File: config.mk
export PLATFORM = sky130hd
export DESIGN_NAME = rrsel_top
export DESIGN_NICKNAME = d
export VERILOG_FILES = /design/src/rtl/rrsel_pkg.sv /design/src/rtl/rrsel_way_cell.sv /design/src/rtl/rrsel_pick.sv /design/src/rtl/rrsel_top.sv
export SDC_FILE = /design/constraint.sdc
export NUM_CORES = 1
export LEC_CHECK = 0
export ABC_AREA = 1
export CORE_MARGIN = 1
export CORE_UTILIZATION = 66
export CTS_CLUSTER_SIZE = 14
export DETAILED_ROUTE_END_ITERATION = 12
export PLACE_DENSITY_LB_ADDON = 0.12
export SETUP_SLACK_MARGIN = 0.02
export SLEW_MARGIN = 20
export SYNTH_ARGS = -nofsm -noshare
export SYNTH_HDL_FRONTEND = slang
export SYNTH_SLANG_ARGS = --single-unit
File: constraint.sdc
create_clock -name clk -period 17.9 [get_ports clk]
set_input_delay 5.37 -clock clk [delete_from_list [all_inputs] [get_ports clk]]
set_output_delay 5.37 -clock clk [all_outputs]
set_load 0.03 [all_outputs]
File: src/rtl/rrsel_pkg.sv
// Shared definitions for the replacement victim selector.
// Assumes nothing beyond IEEE 1800-2017 packages.
package rrsel_pkg;

    // Replacement flavour chosen at elaboration time
    typedef enum logic {
        POL_BIT   = 1'b0,
        POL_COUNT = 1'b1
    } policy_e;

endpackage

File: src/rtl/rrsel_way_cell.sv
// One way's re-reference value.
// On a request it adds the aging amount. A fill overrides that with the
// insertion value, and a touch overrides everything with zero.
// Assumes age_add never pushes the value past its maximum.
module rrsel_way_cell #(
    parameter int VW      = 3,
    parameter int INS_VAL = 6
) (
    input  logic          clk,
    input  logic          rst_n,
    input  logic          age_en,
    input  logic [VW-1:0] age_add,
    input  logic          hit_en,
    input  logic          fill_en,
    output logic [VW-1:0] val_q
);
    localparam logic [VW-1:0] MAXV  = '1;
    localparam logic [VW-1:0] INS_V = INS_VAL[VW-1:0];

    logic [VW-1:0] val_d;

    // Next value: aging, then fill, then touch (highest priority)
    always_comb begin
        val_d = val_q;
        if (age_en)  val_d = val_q + age_add;
        if (fill_en) val_d = INS_V;
        if (hit_en)  val_d = '0;
    end

    // State register, reset to the eviction end
    always_ff @(posedge clk) begin
        if (!rst_n) val_q <= MAXV;
        else        val_q <= val_d;
    end

    assert_touch_zero_R2: assert property (@(posedge clk) disable iff (!rst_n)
        hit_en |=> (val_q == '0));

    assert_fill_insert_R3: assert property (@(posedge clk) disable iff (!rst_n)
        (fill_en && !hit_en) |=> (val_q == INS_V));

endmodule

File: src/rtl/rrsel_pick.sv
// Finds the largest value across the ways and the lowest way that holds it.
// Purely combinational; ties resolve towards way 0.
module rrsel_pick #(
    parameter int WAYS = 8,
    parameter int VW   = 3,
    parameter int IW   = $clog2(WAYS)
) (
    input  logic [VW-1:0] vals [WAYS],
    output logic [VW-1:0] top_val,
    output logic [IW-1:0] sel_idx
);
    // Largest value in the set
    always_comb begin
        top_val = '0;
        for (int w = 0; w < WAYS; w++)
            if (vals[w] > top_val) top_val = vals[w];
    end

    // Lowest-numbered way equal to the largest value
    always_comb begin
        sel_idx = '0;
        for (int w = WAYS - 1; w >= 0; w--)
            if (vals[w] == top_val) sel_idx = IW'(w);
    end

endmodule

File: src/rtl/rrsel_top.sv
// Per-set replacement selector with a bit-mode or counter-mode policy.
// A victim request ages every way so that the largest value reaches the
// maximum, and registers the chosen way. Touch and fill events in the
// same cycle override their own way after the aging step.
// Assumes touch_way and fill_way are below WAYS.
module rrsel_top
    import rrsel_pkg::*;
#(
    parameter int      WAYS     = 8,
    parameter policy_e POLICY   = POL_COUNT,
    parameter int      CNT_W    = 3,
    parameter int      INS_DIST = 6
) (
    input  logic                    clk,
    input  logic                    rst_n,
    input  logic                    touch_en,
    input  logic [$clog2(WAYS)-1:0] touch_way,
    input  logic                    fill_en,
    input  logic [$clog2(WAYS)-1:0] fill_way,
    input  logic                    vreq,
    output logic [$clog2(WAYS)-1:0] victim_way,
    output logic                    victim_vld
);
    localparam int IW      = $clog2(WAYS);
    localparam int VW      = (POLICY == POL_BIT) ? 1 : CNT_W;
    localparam int INS_VAL = (POLICY == POL_BIT) ? 0 : INS_DIST;
    localparam logic [VW-1:0] MAXV = '1;

    logic [VW-1:0] way_val [WAYS];
    logic [VW-1:0] top_val;
    logic [IW-1:0] sel_idx;
    logic [VW-1:0] age_add;

    // Amount that lifts the largest value to the maximum
    always_comb age_add = MAXV - top_val;

    rrsel_pick #(.WAYS(WAYS), .VW(VW), .IW(IW)) u_pick (
        .vals    (way_val),
        .top_val (top_val),
        .sel_idx (sel_idx)
    );

    for (genvar w = 0; w < WAYS; w++) begin : g_way
        rrsel_way_cell #(.VW(VW), .INS_VAL(INS_VAL)) u_cell (
            .clk     (clk),
            .rst_n   (rst_n),
            .age_en  (vreq),
            .age_add (age_add),
            .hit_en  (touch_en && (touch_way == IW'(w))),
            .fill_en (fill_en && (fill_way == IW'(w))),
            .val_q   (way_val[w])
        );
    end

    // Result register, one cycle behind the request
    always_ff @(posedge clk) begin
        if (!rst_n) begin
            victim_vld <= 1'b0;
            victim_way <= '0;
        end else begin
            victim_vld <= vreq;
            if (vreq) victim_way <= sel_idx;
        end
    end

    assert_vld_after_req_R6: assert property (@(posedge clk) disable iff (!rst_n)
        vreq |=> victim_vld);

    assert_no_vld_idle_R6: assert property (@(posedge clk) disable iff (!rst_n)
        !vreq |=> !victim_vld);

    assert_victim_at_max_R4: assert property (@(posedge clk) disable iff (!rst_n)
        (vreq && !touch_en && !fill_en) |=> (way_val[victim_way] == MAXV));

    assert_touch_beats_fill_R7: assert property (@(posedge clk) disable iff (!rst_n)
        (touch_en && fill_en && (touch_way == fill_way)) |=> (way_val[$past(touch_way)] == '0));

endmodule

==> results.toml <==
[sta]
fmax_ghz = 0.121
rsz0062_at_grt = "false"
period_share_pct = 46.3
setup_viol = 0
hold_violations = 0
slew_headroom_pct = 52.0
final.min_clock_period_ns = 8.28
setup-tns-final_ns = 0
slew_violations = 0
timing.final.ws_setup_ns = 9.62
fin_worst_skew_ns = 0.00688
tightest_slew_ns = 0.719

[synthesis]
synth_cells = 424
synth_area_leaders = "dfxtp_1 19%, ha_1 16%, nand2_1 15%"
synth_warnings = 0
synth_edf_count = 0
synth.most_common_cell = "nand2_1"
yosys-top-cells-count = "119 x nand2_1, 53 x inv_1, 37 x ha_1, 37 x nand3_1, 36 x a21oi_1"
syn_nets = 480
async_flop_share_pct = 0
synth.distinct_cells = 31
synth_top_area_share_pct = 19.3
ys_ff_latch = 28
synth_ff_type = "dfxtp_1"
yosysTopAreaCell = "dfxtp_1"
syn_avg_cell_area_um2 = 6.85
netlist_area_mm2 = 0.00291
yosysSeqAreaShare_pct = 19.3

[cells_and_area]
fin_nets = 496
area_delta_synth_final_pct = 8.74
final_cells = 489
post-route-util_pct = 76.8
diodes = 0
drive_gt1_share_pct = 7.74

[global_routing]
grt_pass1_wl_mm = 10.7
grt_usage_pct = 31.1
grt_max_degree = 22
grt_overflow = 0
grt_pass1_vias = 2440
antenna_found_initial = 0

[setup_path]
cp-end-kind = "flip-flop"
cp_max_fo = 8
required_ns = 18.12
path_class = "reg2reg"
critical_path_depth = 55
r2r_end = "g_way[1].u_cell.val_q[2]"
crit_arrival_ns = 8.50
reg2reg_from = "g_way[0].u_cell.val_q[2]"
reg2reg_slack_ns = 9.62
worst_path_max_delay_cell = "fa_1"
path_delay_family = "simple AND/OR/NAND/NOR gates"
crit_path_max_incr_delay_ns = 0.41
crit_top_cell = "nand2_1"
crit_buf_inv = 7
r2r_cells = 55
startpoint_type = "flip-flop"

[hold_path]
hold_end = "victim_way[2]"
holdPathStages = 2
min_from = "victim_way[2]"
hp-class = "reg2reg"

[placed_design]
place_congestion = 0.850
dp.cells = 485
io_buffer_count = 14
dp_hpwl_mm = 5.29
dp_slack_ns = 9.69

[detailed_routing]
postRouteAntennaNets = 0
drcViolationCount = 0
wl_mm = 6.65
dr_wl_met3_um = 369
via_per_inst = 5.67
met2WireLength_mm = 3.18
via_count = 2774
firstDrtPassIters = 5
wl_met1_mm = 3.00
top_layer_used = "met4"
wire_per_inst_um = 13.6
drt_iter0_drc = 200

[clock_network]
htreeDepth = 1
cts-root-buf = "clkbuf_8"
cts_tree = "yes"
numCtsBuffers = 3
clk_pin_slew_ns = 0.09
hold_buffers = 0
cts_setup_buffers = 0
clock-sinks = 28
cts-resized-gates = 0
cts.path.max_buffers = 2
clk_latency_ns = 0.28

[floorplanning]
core.rowCount = 23
io_pins = 15
die_w_um = 68.3
start_util_pct = 70.6
die_y_um = 68.3
core_area_mm2 = 0.00412
dieArea_mm2 = 0.00467

[run_status]
status = "complete, no violations"

[flow_run]
maxCapViolCount = 0
==> how the worst max path moves through the flow <==
stage	from	end	slack [ns]
finish	g_way[0].u_cell.val_q[2]	g_way[1].u_cell.val_q[2]	9.62
global route	g_way[0].u_cell.val_q[2]	g_way[1].u_cell.val_q[2]	8.77
CTS	g_way[0].u_cell.val_q[2]	g_way[1].u_cell.val_q[2]	9.66
detailed placement	g_way[0].u_cell.val_q[2]	g_way[3].u_cell.val_q[2]	9.69
global placement	g_way[0].u_cell.val_q[2]	g_way[3].u_cell.val_q[2]	10.02
floorplan	g_way[0].u_cell.val_q[2]	victim_way[0]	9.50
==> final cells by class <==
cell class              count  area [um^2]
inverters                  54          203
clock buffers               4         55.1
flip-flops and latches     28          561
fillers                   331          956
multi-input cells         337         2120
well taps                  50         62.6
repair buffers             16          155
==> sequential cells by signal, indices dropped and copies added (netlist names) <==
| signal | cells |
|---|---|
| g_way.u_cell.val_q | 24 |
| victim_way | 3 |
| victim_vld | 1 |
==> cells by family (layout without fill, tap and decap cells) <==
| group | count (synthesis) | after routing | share of synthesized area (%) |
|---|---|---|---|
| and+or+nand+nor | 211 | 211 | 33.2 |
| AOI/OAI and AO/OA | 74 | 74 | 14.6 |
| buffers and inverters | 59 | 74 | 7.62 |
| adders and majority gates | 45 | 45 | 21.4 |
| DFF | 28 | 28 | 19.3 |
| xor gates and xnor gates | 7 | 7 | 3.79 |
==> layout by cell type (no fill, tap or decap), types with 7 or more instances in the layout <==
master,netlist,final
nor2_1,29,29
inv_1,53,53
nand3_1,37,37
o31ai_1,7,7
ha_1,37,37
dfxtp_1,28,28
clkdlybuf4s50_1,0,14
nand2_1,119,119
fa_1,8,8
o21ai_1,11,12
a21oi_1,36,36
==> metrics by stage <==
stage | hold WS (ns) | cell area (um^2)
2_1_floorplan | 0.463 | 2910
3_3_place_gp | 0.459 | 3100
3_5_place_dp | 0.459 | 3100
4_1_cts | 0.480 | 3160
5_1_grt | 0.497 | 3160
6_report | 0.478 | 3160
==> per-layer routing <==
metal / vias up / track usage, %
met5: - / 0
met4: 0 / 9.90
met3: 12 / 2.00
met2: 71 / 54.7
met1: 1268 / 40.2
li1: 1423 / -
==> tightest hold or removal path: stages (launching register included) <==
cell     delay [ns]
dfxtp_1        0.32
nand2_1        0.06
a21oi_1        0.06
Power is not shown: default switching activity piles up to over one toggle a cycle in this logic, so the estimate is an artifact.
